[config.mk]
export PLATFORM = sky130hd
export DESIGN_NAME = clk_ratio_div
export DESIGN_NICKNAME = d
export VERILOG_FILES = /design/src/rtl/crd_pkg.sv /design/src/rtl/crd_regs.sv /design/src/rtl/crd_law.sv /design/src/rtl/crd_core.sv /design/src/rtl/clk_ratio_div.sv
export SDC_FILE = /design/constraint.sdc
export NUM_CORES = 1
export LEC_CHECK = 0
export BUFFER_PORTS_ARGS = -buffer_cell sky130_fd_sc_hd__buf_2
export CAP_MARGIN = 5
export CORE_MARGIN = 5
export CORE_UTILIZATION = 25
export DETAILED_ROUTE_END_ITERATION = 8
export SLEW_MARGIN = 15
export SYNTH_ARGS = -nofsm -noshare
export SYNTH_HDL_FRONTEND = slang
export SYNTH_SLANG_ARGS = --single-unit
[constraint.sdc]
create_clock -name clk_i -period 11.79 [get_ports clk_i]
set_input_delay 0.5895 -clock clk_i [delete_from_list [all_inputs] [get_ports clk_i]]
set_output_delay 0.5895 -clock clk_i [all_outputs]
set_load 0.05 [all_outputs]
[src/rtl/crd_pkg.sv]
package crd_pkg;

   typedef enum logic [1:0] {
      LAW_PLUS1 = 2'd0,
      LAW_EVEN  = 2'd1,
      LAW_POW2  = 2'd2,
      LAW_CONST = 2'd3
   } div_law_e;

   // Bits needed to hold the largest ratio a law can produce.
   function automatic int ratio_width(div_law_e law, int fw, int fixed_div);
      case (law)
         LAW_PLUS1: return fw + 1;
         LAW_EVEN:  return fw + 2;
         LAW_POW2:  return (1 << fw) + 1;
         default:   return $clog2(fixed_div + 1);
      endcase
   endfunction

endpackage

[src/rtl/crd_regs.sv]
module crd_regs #(
   parameter int FIELD_W = 8
) (
   input  logic               clk_i,
   input  logic               rst_ni,
   input  logic               wr_div_i,
   input  logic               wr_gate_i,
   input  logic [FIELD_W-1:0] field_wd_i,
   input  logic               gate_wd_i,
   output logic [FIELD_W-1:0] field_q_o,
   output logic               gate_q_o,
   output logic               gate_d_o
);

   logic [FIELD_W-1:0] field_q;
   logic               gate_q;

   assign gate_d_o = wr_gate_i ? gate_wd_i : gate_q;

   always_ff @(posedge clk_i or negedge rst_ni) begin
      if (!rst_ni) begin
         field_q <= '0;
         gate_q  <= 1'b0;
      end else begin
         if (wr_div_i) field_q <= field_wd_i;
         gate_q <= gate_d_o;
      end
   end

   assign field_q_o = field_q;
   assign gate_q_o  = gate_q;


   field_load_chk: assert property (@(posedge clk_i) disable iff (!rst_ni)
      wr_div_i |=> field_q == $past(field_wd_i));


   gate_load_chk: assert property (@(posedge clk_i) disable iff (!rst_ni)
      wr_gate_i |=> gate_q == $past(gate_wd_i));

endmodule

[src/rtl/crd_law.sv]
module crd_law
   import crd_pkg::*;
#(
   parameter div_law_e LAW       = LAW_EVEN,
   parameter int       FIELD_W   = 8,
   parameter int       FIXED_DIV = 50,
   parameter int       RATIO_W   = 10
) (
   input  logic [FIELD_W-1:0] field_i,
   input  logic               osc_i,
   output logic [RATIO_W-1:0] ratio_o
);

   localparam logic [RATIO_W-1:0] ONE = RATIO_W'(1);

   if (LAW == LAW_PLUS1) begin : g_plus1
      logic unused_osc;
      assign unused_osc = osc_i;
      assign ratio_o = RATIO_W'(field_i) + ONE;
   end else if (LAW == LAW_EVEN) begin : g_even
      logic unused_osc;
      assign unused_osc = osc_i;
      assign ratio_o = (RATIO_W'(field_i) + ONE) << 1;
   end else if (LAW == LAW_POW2) begin : g_pow2
      assign ratio_o = osc_i ? ONE : (RATIO_W'(2) << field_i);
   end else begin : g_const
      logic unused_in;
      assign unused_in = osc_i ^ (^field_i);
      assign ratio_o = RATIO_W'(FIXED_DIV);
   end

endmodule

[src/rtl/crd_core.sv]
module crd_core #(
   parameter int RATIO_W = 10
) (
   input  logic               clk_i,
   input  logic               rst_ni,
   input  logic               gate_q_i,
   input  logic               gate_d_i,
   input  logic [RATIO_W-1:0] pend_i,
   output logic               tick_o,
   output logic               clk_o,
   output logic [RATIO_W-1:0] ratio_o
);

   localparam logic [RATIO_W-1:0] ONE = RATIO_W'(1);

   logic [RATIO_W-1:0] cnt_q, cnt_n;
   logic [RATIO_W-1:0] act_q, act_n;
   logic               clk_q, clk_n;
   logic               last;

   assign last = (cnt_q == act_q - ONE);

   always_comb begin
      if (!gate_q_i || last) begin
         cnt_n = '0;
         act_n = pend_i;
      end else begin
         cnt_n = cnt_q + ONE;
         act_n = act_q;
      end
      clk_n = gate_d_i && (cnt_n < (act_n >> 1));
   end

   always_ff @(posedge clk_i or negedge rst_ni) begin
      if (!rst_ni) begin
         cnt_q <= '0;
         act_q <= ONE;
         clk_q <= 1'b0;
      end else begin
         cnt_q <= cnt_n;
         act_q <= act_n;
         clk_q <= clk_n;
      end
   end

   assign tick_o  = gate_q_i && last;
   assign clk_o   = clk_q;
   assign ratio_o = act_q;


   cnt_bound_chk: assert property (@(posedge clk_i) disable iff (!rst_ni)
      cnt_q < act_q);


   wrap_after_tick_chk: assert property (@(posedge clk_i) disable iff (!rst_ni)
      tick_o |=> cnt_q == '0);


   hold_ratio_chk: assert property (@(posedge clk_i) disable iff (!rst_ni)
      (gate_q_i && !tick_o) |=> $stable(act_q));


   gated_quiet_chk: assert property (@(posedge clk_i) disable iff (!rst_ni)
      !gate_q_i |-> !clk_o);

endmodule

[src/rtl/clk_ratio_div.sv]
module clk_ratio_div
   import crd_pkg::*;
#(
   parameter div_law_e LAW       = LAW_EVEN,
   parameter int       FIELD_W   = 8,
   parameter int       FIELD_LSB = 0,
   parameter int       GATE_BIT  = 0,
   parameter int       FIXED_DIV = 50,
   localparam int      RATIO_W   = ratio_width(LAW, FIELD_W, FIXED_DIV)
) (
   input  logic               clk_i,
   input  logic               rst_ni,
   input  logic               src_is_osc_i,
   input  logic               wr_div_i,
   input  logic               wr_gate_i,
   input  logic [31:0]        wr_data_i,
   output logic               tick_o,
   output logic               clk_o,
   output logic [RATIO_W-1:0] ratio_o
);

   if (FIELD_W < 1 || FIELD_W > 16) begin : g_bad_width
      $error("clk_ratio_div: FIELD_W must lie in 1..16");
   end
   if (FIELD_LSB < 0 || FIELD_LSB + FIELD_W > 32) begin : g_bad_lsb
      $error("clk_ratio_div: field does not fit a 32-bit register");
   end
   if (GATE_BIT < 0 || GATE_BIT > 31) begin : g_bad_gate
      $error("clk_ratio_div: GATE_BIT must lie in 0..31");
   end
   if (LAW == LAW_POW2 && FIELD_W > 4) begin : g_bad_pow2
      $error("clk_ratio_div: power law limited to a 4-bit field");
   end
   if (LAW == LAW_CONST && FIXED_DIV < 1) begin : g_bad_fixed
      $error("clk_ratio_div: FIXED_DIV must be at least 1");
   end

   logic               unused_wr_bits;
   logic [FIELD_W-1:0] field_q;
   logic               gate_q, gate_d;
   logic [RATIO_W-1:0] pend;

   assign unused_wr_bits = ^wr_data_i;

   crd_regs #(
      .FIELD_W (FIELD_W)
   ) u_regs (
      .clk_i      (clk_i),
      .rst_ni     (rst_ni),
      .wr_div_i   (wr_div_i),
      .wr_gate_i  (wr_gate_i),
      .field_wd_i (wr_data_i[FIELD_LSB +: FIELD_W]),
      .gate_wd_i  (wr_data_i[GATE_BIT]),
      .field_q_o  (field_q),
      .gate_q_o   (gate_q),
      .gate_d_o   (gate_d)
   );

   crd_law #(
      .LAW       (LAW),
      .FIELD_W   (FIELD_W),
      .FIXED_DIV (FIXED_DIV),
      .RATIO_W   (RATIO_W)
   ) u_law (
      .field_i (field_q),
      .osc_i   (src_is_osc_i),
      .ratio_o (pend)
   );

   crd_core #(
      .RATIO_W (RATIO_W)
   ) u_core (
      .clk_i    (clk_i),
      .rst_ni   (rst_ni),
      .gate_q_i (gate_q),
      .gate_d_i (gate_d),
      .pend_i   (pend),
      .tick_o   (tick_o),
      .clk_o    (clk_o),
      .ratio_o  (ratio_o)
   );

endmodule

==> results of run 1 <==
[layer usage]
layer / GRT usage (%) / wire length (um) / up-vias
li1: - / - / 721
met1: 12.8 / 2140 / 699
met2: 13.5 / 1820 / 25
met3: 2.48 / 138 / 5
met4: 3.57 / 70 / 0
met5: 0 / 0 / -
[power by group through the flow]
| stage | clock, mW | sequential [mW] | combinational, mW |
|---|---|---|---|
| 3_5_place_dp | 0 | 0.140 | 0.107 |
| 4_1_cts | 0.107 | 0.138 | 0.108 |
| 5_1_grt | 0.112 | 0.141 | 0.118 |
| 2_1_floorplan | 0 | 0.154 | 0.0654 |
| 3_3_place_gp | 0 | 0.140 | 0.106 |
| 6_report | 0.104 | 0.138 | 0.107 |
[sequential cells by signal, summed over array words and instances, names as in the netlist]
name and flops:
u_regs.gate_q_o 1, u_regs.field_q_o 8, u_core.clk_o 1, u_core.ratio_o 10, u_core.cnt_q 10
[cell usage in the layout, fill, tap and decap left out, types with 2 or more instances in the layout]
master	instances
sky130_fd_sc_hd__a21oi_1	3
sky130_fd_sc_hd__nand2_1	13
sky130_fd_sc_hd__nand4_1	2
sky130_fd_sc_hd__nor2_1	17
sky130_fd_sc_hd__buf_2	23
sky130_fd_sc_hd__a211oi_1	3
sky130_fd_sc_hd__mux2i_1	11
sky130_fd_sc_hd__a21o_1	3
sky130_fd_sc_hd__xor2_1	7
sky130_fd_sc_hd__nor4_1	2
sky130_fd_sc_hd__ha_1	11
sky130_fd_sc_hd__or4_4	2
sky130_fd_sc_hd__o211ai_1	2
sky130_fd_sc_hd__o21ai_0	3
sky130_fd_sc_hd__or4_1	2
sky130_fd_sc_hd__and3_1	4
sky130_fd_sc_hd__mux2_2	8
sky130_fd_sc_hd__xnor2_1	16
sky130_fd_sc_hd__nand3_1	7
sky130_fd_sc_hd__dfrtp_1	29
sky130_fd_sc_hd__mux2_1	9
sky130_fd_sc_hd__inv_1	8
sky130_fd_sc_hd__nor3_1	2
sky130_fd_sc_hd__clkbuf_8	6
[stage by stage]
| step | power (mW) | worst slack [ns] | hold WS [ns] | util [%] | instance area [sq um] |
|---|---|---|---|---|---|
| after detailed placement | 0.247 | 7.33 | 0.505 | 28.0 | 2150 |
| after global routing | 0.370 | 7.06 | 0.398 | 29.5 | 2260 |
| after CTS | 0.353 | 7.27 | 0.364 | 29.5 | 2260 |
| after floorplan | 0.220 | 7.64 | 0.294 | - | 1950 |
| final | 0.349 | 7.32 | 0.345 | 29.5 | 2260 |
| after global placement | 0.245 | 7.39 | 0.499 | 28.0 | 2150 |
[cell families (layout without fill, tap and decap cells)]
kind of cell / after synthesis / after routing / synth area share, %
XOR/XNOR: 23 / 23 / 10.3
AO/OA/AOI/OAI: 24 / 24 / 9.67
adder cells (fa/ha/maj): 11 / 11 / 7.04
flip-flops: 30 / 30 / 38.5
AND/OR/NAND/NOR: 57 / 57 / 14.9
buffers and inverters: 17 / 39 / 4.23
multiplexers: 28 / 28 / 15.4
[layout make-up]
class | count | share of cell area (%)
Inverter | 8 | 1.33
Tap cell | 102 | 5.64
Timing Repair Buffer | 24 | 5.41
Clock inverter | 1 | 1.33
Multi-Input combinational cell | 143 | 49.4
Clock buffer | 6 | 3.65
Sequential cell | 30 | 33.2
[worst max path at each step]
stage | to | cells past startpoint | slack, ns
floorplan | u_core.clk_o | 15 | 7.64
global placement | u_core.clk_o | 14 | 7.39
detailed placement | u_core.clk_o | 14 | 7.33
CTS | u_core.clk_o | 14 | 7.27
global route | u_core.clk_o | 14 | 7.06
finish | u_core.clk_o | 14 | 7.32
==> out/results.env, run 1 <==
STATUS='finished, final reports clean'
GLOBALROUTE.TOTALOVERFLOW=0
PIN_COUNT_OF_THE_BIGGEST_NET_ENTERING_GLOBAL_ROUTING=31
ROUTED-VIA-COUNT=1450
POWER.NET_SWITCHING_mW=0.127
LAYOUT.NETS=260
CTS_INSERTED_BUFFERS=5
NUM_IO_PINS=49
IR_DROP_V=0.0000731
SYNTH-ASYNC-RESET-RATIO_PCT=100
CORE_AREA_SQ_MM=0.00769
POSTSYNTHAREAPERCELL_SQ_UM=10.3
CLOCK.FMAX_GHz=0.224
CTS-HTREE-LEVELS=2
REG2REG_SLACK_NS=7.32
MULTIINPUTGATEAREA_SQ_MM=0.00112
P_PER_CELL_AREA_mW_PER_MM2=154
ANTENNA-DIODE-COUNT=0
POWER.CLOCK.FRACTION_PCT=29.9
WORST_CLOCK_SKEW_NS=0.00418
STARTPOINT='u_core.ratio_o[3]'
REMAINING_DRC_ERRORS=0
DR.FIRST_ITER.DRC_COUNT=70
TIMING_WORST_SLEW_PIN_VALUE_NS=0.663
DELAY_CONTRIBUTED_BY_THE_SLOWEST_STAGE_OF_THE_CRITICAL_PATH_NS=0.63
GRT_USAGE_PCT=9.16
TIMING.CRITICAL_PATH.REQUIRED_NS=11.95
R2R_END='u_core.clk_o'
NUMBER_OF_ANTENNA_VIOLATIONS_AT_THE_FIRST_CHECK_IN_GLOBAL_ROUTING=0
FIN_CRIT_NS=4.47
POWER.STATIC_LEAKAGE_nW=0.992
TIMING_HOLD_VIOLATIONS_FINAL=0
INITIAL_UTILIZATION_PCT=25.4
CRITPATHTOPFAMILY='compound AO/OA/AOI/OAI gates'
FINALWEIGHTEDCONGESTION=0.763
CTSLONGESTPATHBUFFERS=2
CTS_TREE='yes'
RSZ0062_AT_GRT='no'
INSERTION_DELAY_TO_THE_LATER_SINK_OF_THE_WORST_SKEW_PAIR_NS=0.28
R2R_CELLS=14
BUFFERS_ON_PORTS=23
CRIT_TYPE='reg2reg'
AREA_GROWTH_PCT=15.9
PLACE_HPWL_MM=3.22
TIMING.FINAL.MAX_SLEW_VIOLATIONS=0
YOSYS.CELL_COUNT.TOP_TYPE='sky130_fd_sc_hd__dfrtp_1'
DIE_HEIGHT_UM=98.4
CRITICAL_PATH_BUF_INV_COUNT=1
POSTCTSRESIZEDCELLS=0
CLOCKROOTBUFFER='sky130_fd_sc_hd__clkbuf_8'
INSTANCES_NO_FILL=314
SYNTH_TOP_FLOP_CELL='sky130_fd_sc_hd__dfrtp_1'
POSTSYNTHCELLCOUNT=190
YOSYSWARNINGS=0
MAXSLEWHEADROOM_PCT=55.8
FP-ROW-COUNT=32
FIN_CRIT_SH_PCT=37.9
POWER_SWITCHING_SHARE_PCT=36.4
SEQ_POWER_SHARE_PCT=39.5
ARRIVAL_NS=4.63
SYNTH_NETS=238
SYNTH_COMMON_CELLS='sky130_fd_sc_hd__dfrtp_1 (29), sky130_fd_sc_hd__nor2_1 (17), sky130_fd_sc_hd__xnor2_1 (16), sky130_fd_sc_hd__nand2_1 (13)'
CELLINTERNALPOWER_mW=0.222
GRT_PASS1_VIAS=1449
CTS_HOLD_REPAIR.BUFFERS=0
DP.CELLS=307
DIE-WIDTH_UM=98.4
SYNTHDISTINCTLIBCELLS=42
POST_ROUTE_SETUP_TNS_NS=0
POST-SYNTH-TOP-AREA-CELL='sky130_fd_sc_hd__dfrtp_1'
POST_DRT_WL_PER_CELL_UM=13.3
CTS.REPAIR_TIMING.SETUP_BUFFER_COUNT=0
SETUP_VIOLATIONS=0
GRT_PASS1_WL_MM=7.11
SYNTH_SEQ_CELLS=30
DRIVE_GT1_SHARE_PCT=20.8
CP_CELL_SEQUENCE='or4_4 > nor3_2 > xnor2_1 > or4_4 > o31ai_4 > buf_4 > mux2i_1 > ha_1 > a21o_1 > a21o_1 > a21o_1 > a211oi_1 > o2111ai_1 > a211oi_1'
ROUTE.DETAILED.VIAS_PER_INST=4.62
DRT.ANTENNA.VIOLATING_NETS=0
CLOCK_SINK_COUNT=30
CLK_PIN_SLEW_NS=0.06
AREA_OF_THE_DIE_SQ_MM=0.00969
CRIT_PATH_FREQUENT_CELL='sky130_fd_sc_hd__a21o_1'
SYNTHDOMINANTCELLAREASHARE_PCT=37.1
SYNTH_EDF_COUNT=0
DRV.MAX_CAP_VIOLATION_COUNT=0
CP-START-KIND='register'
SYNTH.TOP_CELLS.BY_AREA='sky130_fd_sc_hd__dfrtp_1 (37%), sky130_fd_sc_hd__xnor2_1 (7.2%), sky130_fd_sc_hd__ha_1 (7.0%)'
LAYOUT.AREA.SEQ_SQ_UM=752
SYNTH-SEQ-AREA-SHARE_PCT=38.5
CELL_AREA_AFTER_SYNTHESIS_SQ_MM=0.00195
CP-END-KIND='register'
COMBINATIONALPOWERSHARE_PCT=30.6
DR.PASS1.ITERS=4
REGTOREGSTARTPOINT='u_core.ratio_o[3]'
CRITPATHMAXFANOUT=29
MIN-DELAY-PATH-CLASS='in2async'
WL_MM=4.17
LIBRARY_CELL_CONTRIBUTING_THE_LARGEST_SINGLE_DELAY_ON_THE_CRITICAL_PATH='sky130_fd_sc_hd__or4_4'
NUM-FILL-CELLS=811
No activity file was read; power rests on OpenSTA's default activity.
==> run 2, diff against run 1 <==
==> constraint.sdc (replaced) <==
create_clock -name clk_i -period 4.45 [get_ports clk_i]
set_input_delay 0.2225 -clock clk_i [delete_from_list [all_inputs] [get_ports clk_i]]
set_output_delay 0.2225 -clock clk_i [all_outputs]
set_load 0.05 [all_outputs]
==> out/results.env, run 2 (synthesis results as in run 1) <==
DRV.MAX_CAP_VIOLATION_COUNT=0  # unchanged
GRT_PASS1_VIAS=1540  # +6.3%
DIE_HEIGHT_UM=98.4  # unchanged
AREA_OF_THE_DIE_SQ_MM=0.00969  # unchanged
SEQ_POWER_SHARE_PCT=39.5  # about the same
CTS_INSERTED_BUFFERS=5  # unchanged
MAXSLEWHEADROOM_PCT=55.2  # -0.59 points
ARRIVAL_NS=4.20  # -0.43 ns
MIN-DELAY-PATH-CLASS='in2reg'
POST_ROUTE_SETUP_TNS_NS=0  # unchanged
CLOCKROOTBUFFER='sky130_fd_sc_hd__clkbuf_8'
CLK_PIN_SLEW_NS=0.06  # about the same
FINALWEIGHTEDCONGESTION=0.760  # -0.37%
COMBINATIONALPOWERSHARE_PCT=35.6  # +5.0 points
DIE-WIDTH_UM=98.4  # unchanged
TIMING.FINAL.MAX_SLEW_VIOLATIONS=0  # unchanged
POWER.CLOCK.FRACTION_PCT=24.9  # -5.0 points
REG2REG_SLACK_NS=0.43  # -6.89 ns
NUM-FILL-CELLS=840  # +3.6%
FP-ROW-COUNT=32  # unchanged
CRITPATHMAXFANOUT=18  # -38%
WORST_CLOCK_SKEW_NS=0.00363  # -0.000549 ns
POSTCTSRESIZEDCELLS=0  # unchanged
PIN_COUNT_OF_THE_BIGGEST_NET_ENTERING_GLOBAL_ROUTING=31  # unchanged
POWER.STATIC_LEAKAGE_nW=1.01  # +1.6%
NUMBER_OF_ANTENNA_VIOLATIONS_AT_THE_FIRST_CHECK_IN_GLOBAL_ROUTING=0  # unchanged
CRIT_TYPE='reg2reg'
DRT.ANTENNA.VIOLATING_NETS=0  # unchanged
CTS_TREE='yes'
REMAINING_DRC_ERRORS=0  # unchanged
P_PER_CELL_AREA_mW_PER_MM2=386  # +150%
RSZ0062_AT_GRT='no'
SETUP_VIOLATIONS=0  # unchanged
DR.FIRST_ITER.DRC_COUNT=62  # -11%
CORE_AREA_SQ_MM=0.00769  # unchanged
CELLINTERNALPOWER_mW=0.549  # +150%
ANTENNA-DIODE-COUNT=0  # unchanged
POWER.NET_SWITCHING_mW=0.337  # +170%
DRIVE_GT1_SHARE_PCT=21.6  # +0.80 points
MOST-COMMON-LAYOUT-CELLS='sky130_fd_sc_hd__dfrtp_1 (29), sky130_fd_sc_hd__buf_2 (23), sky130_fd_sc_hd__nor2_1 (17), sky130_fd_sc_hd__xnor2_1 (16), sky130_fd_sc_hd__nand2_1 (13)'
DR.PASS1.ITERS=4  # unchanged
AREA_GROWTH_PCT=17.4
GRT_USAGE_PCT=9.40  # +0.24 points
FIN_UTIL_PCT=29.9  # +0.39 points
CTSLONGESTPATHBUFFERS=2  # unchanged
CLOCK.FMAX_GHz=0.249  # +11%
CTS-HTREE-LEVELS=2  # unchanged
MOST_COMMON_CELL_AFTER_LAYOUT_FILL_AND_TAPS_ASIDE='sky130_fd_sc_hd__dfrtp_1'
POWER_SWITCHING_SHARE_PCT=38.1  # +1.7 points
TIMING_HOLD_VIOLATIONS_FINAL=0  # unchanged
GLOBALROUTE.TOTALOVERFLOW=0  # unchanged
CP-END-KIND='register'
CTS.REPAIR_TIMING.SETUP_BUFFER_COUNT=0  # unchanged
CP-START-KIND='register'
TIMING.CRITICAL_PATH.REQUIRED_NS=4.63  # -7.32 ns
NUM_IO_PINS=49  # unchanged
INSERTION_DELAY_TO_THE_LATER_SINK_OF_THE_WORST_SKEW_PAIR_NS=0.28  # about the same
IR_DROP_V=0.000197  # +170%
ROUTED-VIA-COUNT=1458  # +0.55%
ROUTE.DETAILED.VIAS_PER_INST=4.56  # -1.3%
POST_DRT_WL_PER_CELL_UM=13.4  # +0.74%
STATUS='finished, final reports clean'
BUFFERS_ON_PORTS=23  # unchanged
WL_MM=4.28  # +2.7%
GRT_PASS1_WL_MM=7.38  # +3.9%
LAYOUT.NETS=265  # +1.9%
CLOCK_SINK_COUNT=30  # unchanged
TIMING_WORST_SLEW_PIN_VALUE_NS=0.672  # +0.00878 ns
FIN_CRIT_SH_PCT=90.3  # +52 points
PLACE_HPWL_MM=3.39  # +5.2%
INITIAL_UTILIZATION_PCT=25.4  # unchanged
FIN_CRIT_NS=4.02  # -0.454 ns
run 2: path summary, 6_finish.rpt:
path	from	to	cells past startpoint
worst max-delay path	u_core.ratio_o[0]	u_core.clk_o	15
worst min-delay path	wr_data_i[5]	u_regs.field_q_o[5]	3
worst max register to register	u_core.ratio_o[0]	u_core.clk_o	15
worst min register to register	u_core.ratio_o[0]	u_core.ratio_o[0]	2
max in group asynchronous	rst_ni	u_core.ratio_o[4]	2
min in group asynchronous	rst_ni	u_core.ratio_o[9]	2
run 2: final cells by class:
class	count	area, sq um	share of cell area [%]
Clock buffer	8	90.1	3.93
Inverter	8	30.0	1.31
Multi-Input combinational cell	143	1120	48.8
Sequential cell	30	752	32.8
Tap cell	102	128	5.56
Timing Repair Buffer	29	175	7.63
run 2: per-stage QoR:
step	hold slack, ns	cell area (sq um)	power, mW	setup slack, ns	instances
2_1_floorplan	-0.0731	1950	0.582	0.299	190
3_3_place_gp	0.296	2190	0.667	0.409	311
3_5_place_dp	0.300	2190	0.672	0.410	311
4_1_cts	0.162	2290	0.896	0.374	320
5_1_grt	0.184	2290	0.945	0.175	320
6_report	0.168	2290	0.886	0.430	320
run 2: power by group through the flow:
stage | Sequential (mW) | Combinational [mW] | Clock (mW)
6_report | 0.350 | 0.316 | 0.221
5_1_grt | 0.355 | 0.351 | 0.239
4_1_cts | 0.349 | 0.320 | 0.227
3_5_place_dp | 0.354 | 0.318 | 0
3_3_place_gp | 0.352 | 0.314 | 0
2_1_floorplan | 0.409 | 0.173 | 0
run 2: timing repair:
action	4_1_cts	5_1_grt
setup endpoints to repair	0	0
hold buffers	1	0
endpoints found under the hold margin	8	0
run 2: layer usage:
metal / track usage [%] / up-vias / part of all wire, %
li1: - / 732 / -
met1: 13.2 / 683 / 50
met2: 14.3 / 34 / 43
met3: 1.77 / 9 / 4.2
met4: 3.78 / 0 / 1.9
met5: 0 / - / 0
run 2: critical path, stage by stage (launching register included):
cell and delay [ns]:
sky130_fd_sc_hd__dfstp_2 0.56, sky130_fd_sc_hd__inv_1 0.06, sky130_fd_sc_hd__ha_1 0.25, sky130_fd_sc_hd__nand2b_1 0.19, sky130_fd_sc_hd__nor3_2 0.06, sky130_fd_sc_hd__xnor2_1 0.15, sky130_fd_sc_hd__or4_4 0.56, sky130_fd_sc_hd__o31ai_4 0.41
sky130_fd_sc_hd__buf_12 0.21, sky130_fd_sc_hd__mux2i_1 0.23, sky130_fd_sc_hd__ha_1 0.27, sky130_fd_sc_hd__a21o_1 0.16, sky130_fd_sc_hd__a21o_1 0.18, sky130_fd_sc_hd__a211oi_1 0.28, sky130_fd_sc_hd__o2111ai_1 0.16, sky130_fd_sc_hd__a211oi_1 0.19
